**src/rtl/lat_pkg.sv**
```systemverilog
package lat_pkg;
   typedef enum logic [1:0] {
      ST_IDLE = 2'd0,
      ST_RUN  = 2'd1,
      ST_HOLD = 2'd2
   } lat_state_e;
endpackage

```
**src/rtl/lat_guess_inject.sv**
```systemverilog
module lat_guess_inject #(
   parameter int N_VEC = 8,
   parameter int N_VAR = 1,
   parameter logic [N_VAR*N_VEC-1:0] ONES_MASK  = '0,
   parameter logic [N_VAR*N_VEC-1:0] ZEROS_MASK = '0
) (
   input  logic [N_VAR-1:0] en,
   input  logic [N_VAR-1:0] val,
   output logic [N_VEC-1:0] inj
);
   logic [N_VAR-1:0][N_VEC-1:0] per_var;

   for (genvar i = 0; i < N_VAR; i++) begin : g_var
      localparam logic [N_VEC-1:0] ROW1 = ONES_MASK[i*N_VEC +: N_VEC];
      localparam logic [N_VEC-1:0] ROW0 = ZEROS_MASK[i*N_VEC +: N_VEC];
      assign per_var[i] = !en[i] ? '0 : (val[i] ? ROW0 : ROW1);
   end

   always_comb begin
      inj = '0;
      for (int i = 0; i < N_VAR; i++) inj = inj | per_var[i];
   end
endmodule

```
**src/rtl/lat_link_gate.sv**
```systemverilog
module lat_link_gate #(
   parameter int N_VEC = 8,
   parameter int N_TUP = 7,
   parameter logic [N_TUP*N_VEC-1:0] SIDE_A = '0,
   parameter logic [N_TUP*N_VEC-1:0] SIDE_B = '0,
   localparam int N_LINK = 2 * N_TUP
) (
   input  logic [N_VEC-1:0]  marks,
   output logic [N_LINK-1:0] src_full
);
   for (genvar k = 0; k < N_TUP; k++) begin : g_tup
      for (genvar d = 0; d < 2; d++) begin : g_dir
         if (d == 0) begin : g_ab
            localparam logic [N_VEC-1:0] SRC = SIDE_A[k*N_VEC +: N_VEC];
            assign src_full[2*k] = &(marks | ~SRC);
         end else begin : g_ba
            localparam logic [N_VEC-1:0] SRC = SIDE_B[k*N_VEC +: N_VEC];
            assign src_full[2*k+1] = &(marks | ~SRC);
         end
      end
   end
endmodule

```
**src/rtl/lat_node_merge.sv**
```systemverilog
module lat_node_merge #(
   parameter int N_VEC = 8,
   parameter int N_TUP = 7,
   parameter logic [N_TUP*N_VEC-1:0] SIDE_A = '0,
   parameter logic [N_TUP*N_VEC-1:0] SIDE_B = '0,
   localparam int N_LINK = 2 * N_TUP
) (
   input  logic [N_VEC-1:0]  marks,
   input  logic [N_VEC-1:0]  inj,
   input  logic [N_LINK-1:0] link_act,
   output logic [N_VEC-1:0]  marks_nxt
);
   logic [N_VEC-1:0] hit;

   always_comb begin
      hit = '0;
      for (int k = 0; k < N_TUP; k++) begin
         if (link_act[2*k])   hit = hit | SIDE_B[k*N_VEC +: N_VEC];
         if (link_act[2*k+1]) hit = hit | SIDE_A[k*N_VEC +: N_VEC];
      end
      marks_nxt = marks | inj | hit;
   end
endmodule

```
**src/rtl/lat_eq_detect.sv**
```systemverilog
module lat_eq_detect #(
   parameter int N_VEC = 8,
   parameter int N_EQ  = 3,
   parameter logic [N_EQ*N_VEC-1:0] EQ_MEMBER = '0
) (
   input  logic [N_VEC-1:0] marks,
   output logic             any_full
);
   logic [N_EQ-1:0] full;

   for (genvar e = 0; e < N_EQ; e++) begin : g_eq
      localparam logic [N_VEC-1:0] ROW = EQ_MEMBER[e*N_VEC +: N_VEC];
      assign full[e] = &(marks | ~ROW);
   end

   assign any_full = |full;
endmodule

```
**src/rtl/sparse_lattice.sv**
```systemverilog
module sparse_lattice
   import lat_pkg::*;
#(
   parameter int N_VEC = 8,
   parameter int N_TUP = 7,
   parameter int N_EQ  = 3,
   parameter int N_VAR = 1,
   parameter logic [N_TUP*N_VEC-1:0] TUP_SIDE_A = 56'h04_02_01_10_08_04_03,
   parameter logic [N_TUP*N_VEC-1:0] TUP_SIDE_B = 56'h40_80_20_A0_40_10_08,
   parameter logic [N_EQ*N_VEC-1:0]  EQ_MEMBER  = 24'hE0_18_07,
   parameter logic [N_VAR*N_VEC-1:0] VAR_ONES   = 8'h08,
   parameter logic [N_VAR*N_VEC-1:0] VAR_ZEROS  = 8'h10,
   localparam int N_LINK    = 2 * N_TUP,
   localparam int MAX_STEPS = N_VEC + N_LINK,
   localparam int STEP_W    = $clog2(MAX_STEPS + 1)
) (
   input  logic              clk,
   input  logic              rst_n,
   input  logic              start,
   input  logic [N_VAR-1:0]  guess_en,
   input  logic [N_VAR-1:0]  guess_val,
   output logic [N_VEC-1:0]  marks,
   output logic              inconsistent,
   output logic              done,
   output logic [STEP_W-1:0] steps
);
   if (N_VEC < 1 || N_TUP < 1 || N_EQ < 1 || N_VAR < 1) begin : g_bad_size
      $error("sparse_lattice: every size parameter must be at least 1");
   end
   for (genvar e = 0; e < N_EQ; e++) begin : g_chk_eq
      if (EQ_MEMBER[e*N_VEC +: N_VEC] == '0) begin : g_bad_eq
         $error("sparse_lattice: an equation has no vectors");
      end
   end
   for (genvar i = 0; i < N_VAR; i++) begin : g_chk_var
      if ((VAR_ONES[i*N_VEC +: N_VEC] & VAR_ZEROS[i*N_VEC +: N_VEC]) != '0) begin : g_bad_var
         $error("sparse_lattice: a vector sits in both masks of one variable");
      end
   end

   lat_state_e        state_q;
   logic [N_VEC-1:0]  marks_q, marks_nxt, inj_now, inj_q;
   logic [N_LINK-1:0] link_q, link_nxt, src_full, link_empty;
   logic [STEP_W-1:0] steps_q;
   logic              busy;
   logic              changed;

   lat_guess_inject #(
      .N_VEC(N_VEC), .N_VAR(N_VAR), .ONES_MASK(VAR_ONES), .ZEROS_MASK(VAR_ZEROS)
   ) u_inject (
      .en(guess_en), .val(guess_val), .inj(inj_now)
   );

   lat_link_gate #(
      .N_VEC(N_VEC), .N_TUP(N_TUP), .SIDE_A(TUP_SIDE_A), .SIDE_B(TUP_SIDE_B)
   ) u_gate (
      .marks(marks_q), .src_full(src_full)
   );

   lat_link_gate #(
      .N_VEC(N_VEC), .N_TUP(N_TUP), .SIDE_A(TUP_SIDE_A), .SIDE_B(TUP_SIDE_B)
   ) u_gate_empty (
      .marks('0), .src_full(link_empty)
   );

   lat_node_merge #(
      .N_VEC(N_VEC), .N_TUP(N_TUP), .SIDE_A(TUP_SIDE_A), .SIDE_B(TUP_SIDE_B)
   ) u_merge (
      .marks(marks_q), .inj(inj_q), .link_act(link_q), .marks_nxt(marks_nxt)
   );

   lat_eq_detect #(
      .N_VEC(N_VEC), .N_EQ(N_EQ), .EQ_MEMBER(EQ_MEMBER)
   ) u_detect (
      .marks(marks_q), .any_full(inconsistent)
   );

   assign link_nxt = link_q | src_full;
   assign changed  = (marks_nxt != marks_q) || (link_nxt != link_q);
   assign busy     = (state_q == ST_RUN);

   always_ff @(posedge clk or negedge rst_n) begin
      if (!rst_n) begin
         state_q <= ST_IDLE;
         marks_q <= '0;
         link_q  <= '0;
         inj_q   <= '0;
         steps_q <= '0;
      end else if (start) begin
         state_q <= ST_RUN;
         inj_q   <= inj_now;
         marks_q <= inj_now;
         link_q  <= link_empty;
         steps_q <= '0;
      end else if (busy) begin
         if (changed) begin
            marks_q <= marks_nxt;
            link_q  <= link_nxt;
            steps_q <= steps_q + 1'b1;
         end else begin
            state_q <= ST_HOLD;
         end
      end
   end

   assign marks = marks_q;
   assign steps = steps_q;
   assign done  = (state_q == ST_HOLD);
endmodule

```
**config.mk**
```make
export PLATFORM = sky130hd
export DESIGN_NAME = sparse_lattice
export DESIGN_NICKNAME = d
export VERILOG_FILES = /design/src/rtl/lat_pkg.sv /design/src/rtl/lat_guess_inject.sv /design/src/rtl/lat_link_gate.sv /design/src/rtl/lat_node_merge.sv /design/src/rtl/lat_eq_detect.sv /design/src/rtl/sparse_lattice.sv
export SDC_FILE = /design/constraint.sdc
export NUM_CORES = 1
export LEC_CHECK = 0
export ABC_AREA = 1
export ABC_CLOCK_PERIOD_IN_PS = 1300
export CORE_MARGIN = 3
export CORE_UTILIZATION = 35
export DETAILED_ROUTE_END_ITERATION = 6
export PLACE_DENSITY = 0.62
export SLEW_MARGIN = 20
export SYNTH_ARGS = -nofsm -noshare
export SYNTH_HDL_FRONTEND = slang
export SYNTH_SLANG_ARGS = --single-unit
```
**constraint.sdc**
```tcl
create_clock -name clk -period 1.3 [get_ports clk]
set_input_delay 0.26 -clock clk [delete_from_list [all_inputs] [get_ports clk]]
set_output_delay 0.26 -clock clk [all_outputs]
set_load 0.005 [all_outputs]
```
After elaboration in Yosys (flattened, before gate mapping):

Cells that the tools add are included.
Widths: inputs -> output; s select.

* bits in registers: 37

* add/subtract/negate cells: 1
* equality and inequality tests: 5
* multiplexer cells: 28
* bitwise logic cells: 3
* reductions and logical operators: 11

Operator list (count)
* $mux 8: 6
* $mux 14: 3
* $mux 5: 6
* $or 8x8->8: 2
* $mux 7: 2
* $ne 14x14->1: 1
* $or 14x14->14: 1
* $mux 2: 5
* $reduce_and 2->1: 5
* $mux 4: 2
* $ne 8x8->1: 1
* $mux 3: 2
* $mux 6: 1
* $reduce_and 3->1: 2
* $add 5x1->5 const B: 1
* $reduce_bool 2->1: 2
* $reduce_or 3->1: 1
* $eq 2x1->1 const B: 1
* $eq 2x2->1 const B: 1
* $ne 2x2->1 const B: 1
* $logic_or 1x1->1: 1
* $mux 1: 1

Longest topological paths before layout:

* word-level depth: 20
* mapped depth: 11
* depth with buffers taken out: 10

Cells and area by module:

A second synthesis with hierarchy kept.

* cells, all modules: 388
* area total of the unflattened synthesis: 2660.1 µm²

Modules (own cells, without submodules)
* sparse_lattice: times used 1, cells each 317, area each 2274.7 µm², sequential area each 925.9 µm²
* lat_link_gate: times used 2, cells each 16, area each 105.1 µm², sequential area each 0.0 µm²
* lat_node_merge: times used 1, cells each 24, area each 90.1 µm², sequential area each 0.0 µm²
* lat_guess_inject: times used 1, cells each 11, area each 66.3 µm², sequential area each 0.0 µm²
* lat_eq_detect: times used 1, cells each 4, area each 18.8 µm², sequential area each 0.0 µm²

Worst setup path before layout:

Ideal clock, no wire load.

* path type: reg2reg
* from: register link_q[1]
* to: register marks_q[1] (netlist: marks[1])
* arrival: 1.327 ns
* slack: -0.144 ns
* stages on the path, launching flop included: 10
* buffers on the path: 1
* clock period less this slack: 1.444 ns
* cell sequence: dfrtp_1 -> nor2_1 -> nor2_1 -> nor2_1 -> nand3_1 -> nor2_4 -> nand3_4 -> buf_2 -> nand3_1 -> nand2_1

* word-level cells in the longest chain between the ends: 18
* elaborated cells on any way between the ends: 23
* classes of those cells: 2 x eq/ne; 16 x mux; 2 x bitwise; 3 x reduce/logical

RTL lines
* from (decl): line sparse_lattice.sv:43 `logic [N_LINK-1:0] link_q, link_nxt, src_full, link_empty;`
* from (signal assigned): line sparse_lattice.sv:93 `link_q <= link_empty;`
* from (signal assigned): line sparse_lattice.sv:98 `link_q <= link_nxt;`
* $mux 2: line lat_node_merge.sv:19 `if (link_act[2*k+1]) hit = hit | SIDE_A[k*N_VEC +: N_VEC];`
* $mux 5: line lat_node_merge.sv:18 `if (link_act[2*k]) hit = hit | SIDE_B[k*N_VEC +: N_VEC];`
* $mux 3: line lat_node_merge.sv:19
* $mux 7: line lat_node_merge.sv:18
* $mux 4: line lat_node_merge.sv:19
* $mux 8: line lat_node_merge.sv:18
* $mux 5: line lat_node_merge.sv:19
* $mux 6: line lat_node_merge.sv:18
* [... 2 more ...]
* $mux 2: line lat_node_merge.sv:19
* $mux 7: line lat_node_merge.sv:18
* $mux 3: line lat_node_merge.sv:19
* $or 8x8->8: line lat_node_merge.sv:21 `marks_nxt = marks | inj | hit;`
* $ne 8x8->1: line sparse_lattice.sv:79 `assign changed = (marks_nxt != marks_q) || (link_nxt != link_q);`
* $logic_or 1x1->1: line sparse_lattice.sv:79
* $reduce_bool 2->1 (no source line)
* $reduce_and 2->1 (no source line)
* to (signal assigned): line sparse_lattice.sv:92 `marks_q <= inj_now;`
* to (signal assigned): line sparse_lattice.sv:97 `marks_q <= marks_nxt;`
* to (decl): line sparse_lattice.sv:42 `logic [N_VEC-1:0] marks_q, marks_nxt, inj_now, inj_q;`

Several ways; a longest one is shown, not always the timed one. The select of a mux whose other input is x is not followed.
A chain may end at the register's enable or synchronous reset.

Worst setup path in the final report:

* from: register link_q[6]
* to: register link_q[9]

* word-level cells in the longest chain between the ends: 9
* elaborated cells on any way between the ends: 11
* classes of those cells: 2 x eq/ne; 4 x mux; 2 x bitwise; 3 x reduce/logical

RTL lines (line)
* $mux 8: lat_node_merge.sv:18
* $mux 6: lat_node_merge.sv:18
* $mux 8: lat_node_merge.sv:18
* $mux 7: lat_node_merge.sv:18
* $or 8x8->8: lat_node_merge.sv:21
* $ne 8x8->1: sparse_lattice.sv:79
* $logic_or 1x1->1 *: sparse_lattice.sv:79
* $reduce_bool 2->1 (no source line) *
* $reduce_and 2->1 (no source line) *

Mark *: on every way between the ends. The rest lies on a longest branch, timed or not.

==> impl_metrics.env <==
export IMPL_synthDistinctLibCells=26
export IMPL_grt_overflow=0
export IMPL_required_ps=1470
export IMPL_worst_ep_arrival_time_ps=1850
export IMPL_tightest_slew_ps=497
export IMPL_cap_violations=0
export IMPL_cts_path_max_buffers=2
export IMPL_area_growth_pct=58.6
export IMPL_vdd_drop_max_mv=0.667
export IMPL_ys_warn_count=0
export IMPL_crit_slowest_cell="dfrtp_1"
export IMPL_cts_buffers=5
export IMPL_dieWidth_um=77.0
export IMPL_cts_tree="built"
export IMPL_rsz0062_at_grt="yes"
export IMPL_pre_cts_ws_ps=-432
export IMPL_cp_end_kind="flip-flop"
export IMPL_fillers=429
export IMPL_routabilityCongestion=0.820
export IMPL_cts_max_level=2
export IMPL_layout_area_seq_sq_um=779
export IMPL_final_common_cell="nand2_1"
export IMPL_dp_cells=367
export IMPL_cpMostUsedCell="nor2_1"
export IMPL_portBuffers=19
export IMPL_path_max_fanout=8
export IMPL_die_area_sq_um=5920
export IMPL_yosysSeqAreaShare_pct=44.0
export IMPL_drt_iter0_drc=168
export IMPL_start_util_pct=36.8
export IMPL_avgSynthCellArea_sq_um=7.14
export IMPL_clock_sinks=31
export IMPL_synth_edf_count=0
export IMPL_finalWirelength_mm=5.23
export IMPL_die_height_um=77.0
export IMPL_ys_seq_elements=31
export IMPL_skew_ps=5.47
export IMPL_crit_chain="nor2_2, nor2_1, nor2_1, nand3_2, nor2_4, nand3_4, buf_6, nand3_1, nand2_1"
export IMPL_syn_inst=247
export IMPL_drt_wirelength_per_cell_um=13.1
export IMPL_drc=0
export IMPL_grt_pass1_vias=1815
export IMPL_dpl_hpwl_mm=3.07
export IMPL_critical_path_class="reg -> reg"
export IMPL_grt_pass1_wl_mm=8.68
export IMPL_relSlewSlack_pct=66.8
export IMPL_fin_crit_sh_pct=129
export IMPL_outcome="complete, but fails checks"
export IMPL_grt_usage_pct=18.0
export IMPL_dr_pass1_iters=4
export IMPL_grt_max_degree=32
export IMPL_hold_viol=0
export IMPL_hold_class="in -> async"
export IMPL_worstSkewPairLatency_ps=280
export IMPL_viasPerCell=4.83
export IMPL_finalCriticalPeriod_ps=1670
export IMPL_fp_row_count=25
export IMPL_report_final_slew_viol_count=0
export IMPL_nNetsFinal=338
export IMPL_power_density_nw_per_um2=1060
export IMPL_violations="negative setup slack"
export IMPL_synth_nets=253
export IMPL_ios=20
export IMPL_core_area_sq_um=4790
export IMPL_stdcell_count=400
export IMPL_cts_hold_buf=0
export IMPL_drive_gt1_share_pct=37.2
export IMPL_mappedNetlistArea_sq_um=1760
export IMPL_setup_viol=32
export IMPL_cts_root_buf="clkbuf_8"
export IMPL_cpPeakStageDelay_ps=430
export IMPL_tns_ps=-10480
export IMPL_p_leak_nw=1.47
export IMPL_worst_slack_ps=-374
export IMPL_cts_clk_slew_worst_paths_ps=60
export IMPL_vias=1931
export IMPL_synthArstFlopShare_pct=100
export IMPL_synthFlopType="dfrtp_1"
export IMPL_final_cell_mix="nand2_1 (83), buf_4 (49), dfrtp_1 (28), nor2_1 (24), buf_6 (24)"
export IMPL_multi_input_area_sq_um=990
export IMPL_ant_nets=0
export IMPL_antennaDiodeCount=0
export IMPL_antenna_found_initial=0
export IMPL_fmax_mhz=597
export IMPL_crit_path_start_kind="flip-flop"
-- cell type report --
type / instances / share of cell area [%]
sequential: 31 / 27.9
tap: 67 / 3.00
clock buffer: 8 / 3.58
timing repair buffer: 86 / 27.1
multi-input combinational: 185 / 35.4
inverter: 23 / 3.09
-- cells by family after synthesis --
| logic type | share of synthesized area, % |
|---|---|
| buf+inv | 8.59 |
| compound gates | 7.88 |
| xor+xnor | 1.49 |
| fa+ha+maj | 0.710 |
| flops | 44.0 |
| simple gates | 37.3 |
-- worst max-delay path, delay by kind of cell (launching register included) --
kind	cells	cell delay, ps
simple gates	8	920
buf+inv	1	200
flops	1	430
-- Yosys cell counts, types with 2 or more instances --
cell type	count	area (sq um)
nand2_1	85	319
nand3_1	34	170
dfrtp_1	31	776
nor2_1	29	109
inv_1	21	78.8
a21oi_1	17	85.1
buf_2	4	20.0
o21ai_0	3	15.0
o21ai_1	3	15.0
buf_8	2	30.0
clkbuf_1	2	7.51
xor2_1	2	17.5
-- registers in the layout, summed over array words and instances (netlist names) --
| register | count |
|---|---|
| link_q | 14 |
| steps | 5 |
| inj_q | 2 |
| state_q | 2 |
| marks | 8 |
-- stage by stage --
step	util [%]	power, mW	area, sq um	hold slack [ps]
floorplan	-	1.51	1770	-35.6
global placement	48.3	1.91	2310	458
detailed placement	48.3	1.91	2310	460
CTS	56.4	2.92	2700	346
global route	58.4	3.16	2800	357
finish	58.4	2.97	2800	341
-- per-layer routing --
| metal | up-vias | global-route usage [%] | share of wire (%) | wire length, um |
|---|---|---|---|---|
| li1 | 960 | - | - | - |
| met1 | 926 | 24.5 | 45 | 2350 |
| met2 | 40 | 28.7 | 50 | 2630 |
| met3 | 5 | 3.64 | 3.5 | 183 |
| met4 | 0 | 6.05 | 1.2 | 64 |
| met5 | - | 0 | 0 | 0 |
-- worst paths after layout --
path | from | slack (ps) | depth (start not counted) | endpoint
min | rst_n | 340 | 2 | marks[2]
min reg2reg | link_q[2] | 470 | 2 | link_q[2]
max reg2reg | link_q[6] | -370 | 9 | link_q[9]
max | link_q[6] | -370 | 9 | link_q[9]
min in group clk | link_q[2] | 470 | 2 | link_q[2]
max in group asynchronous | rst_n | 770 | 2 | marks[3]
-- power breakdown --
| part | switching, mW | internal [mW] | total (mW) |
|---|---|---|---|
| Combinational | 0.445 | 0.528 | 0.973 |
| Clock | 0.352 | 0.483 | 0.834 |
| Sequential | 0.0976 | 1.06 | 1.16 |
-- what timing repair did --
item | in CTS | in global routing
gates resized for setup | 84 | 24
cloned | 0 | 1
hold endpoints to repair | 0 | 0
endpoints found under the setup margin | 44 | 38
setup buffers | 24 | 9
pin swaps | 3 | 12
Note: power is estimated with default switching activity, not from simulation.
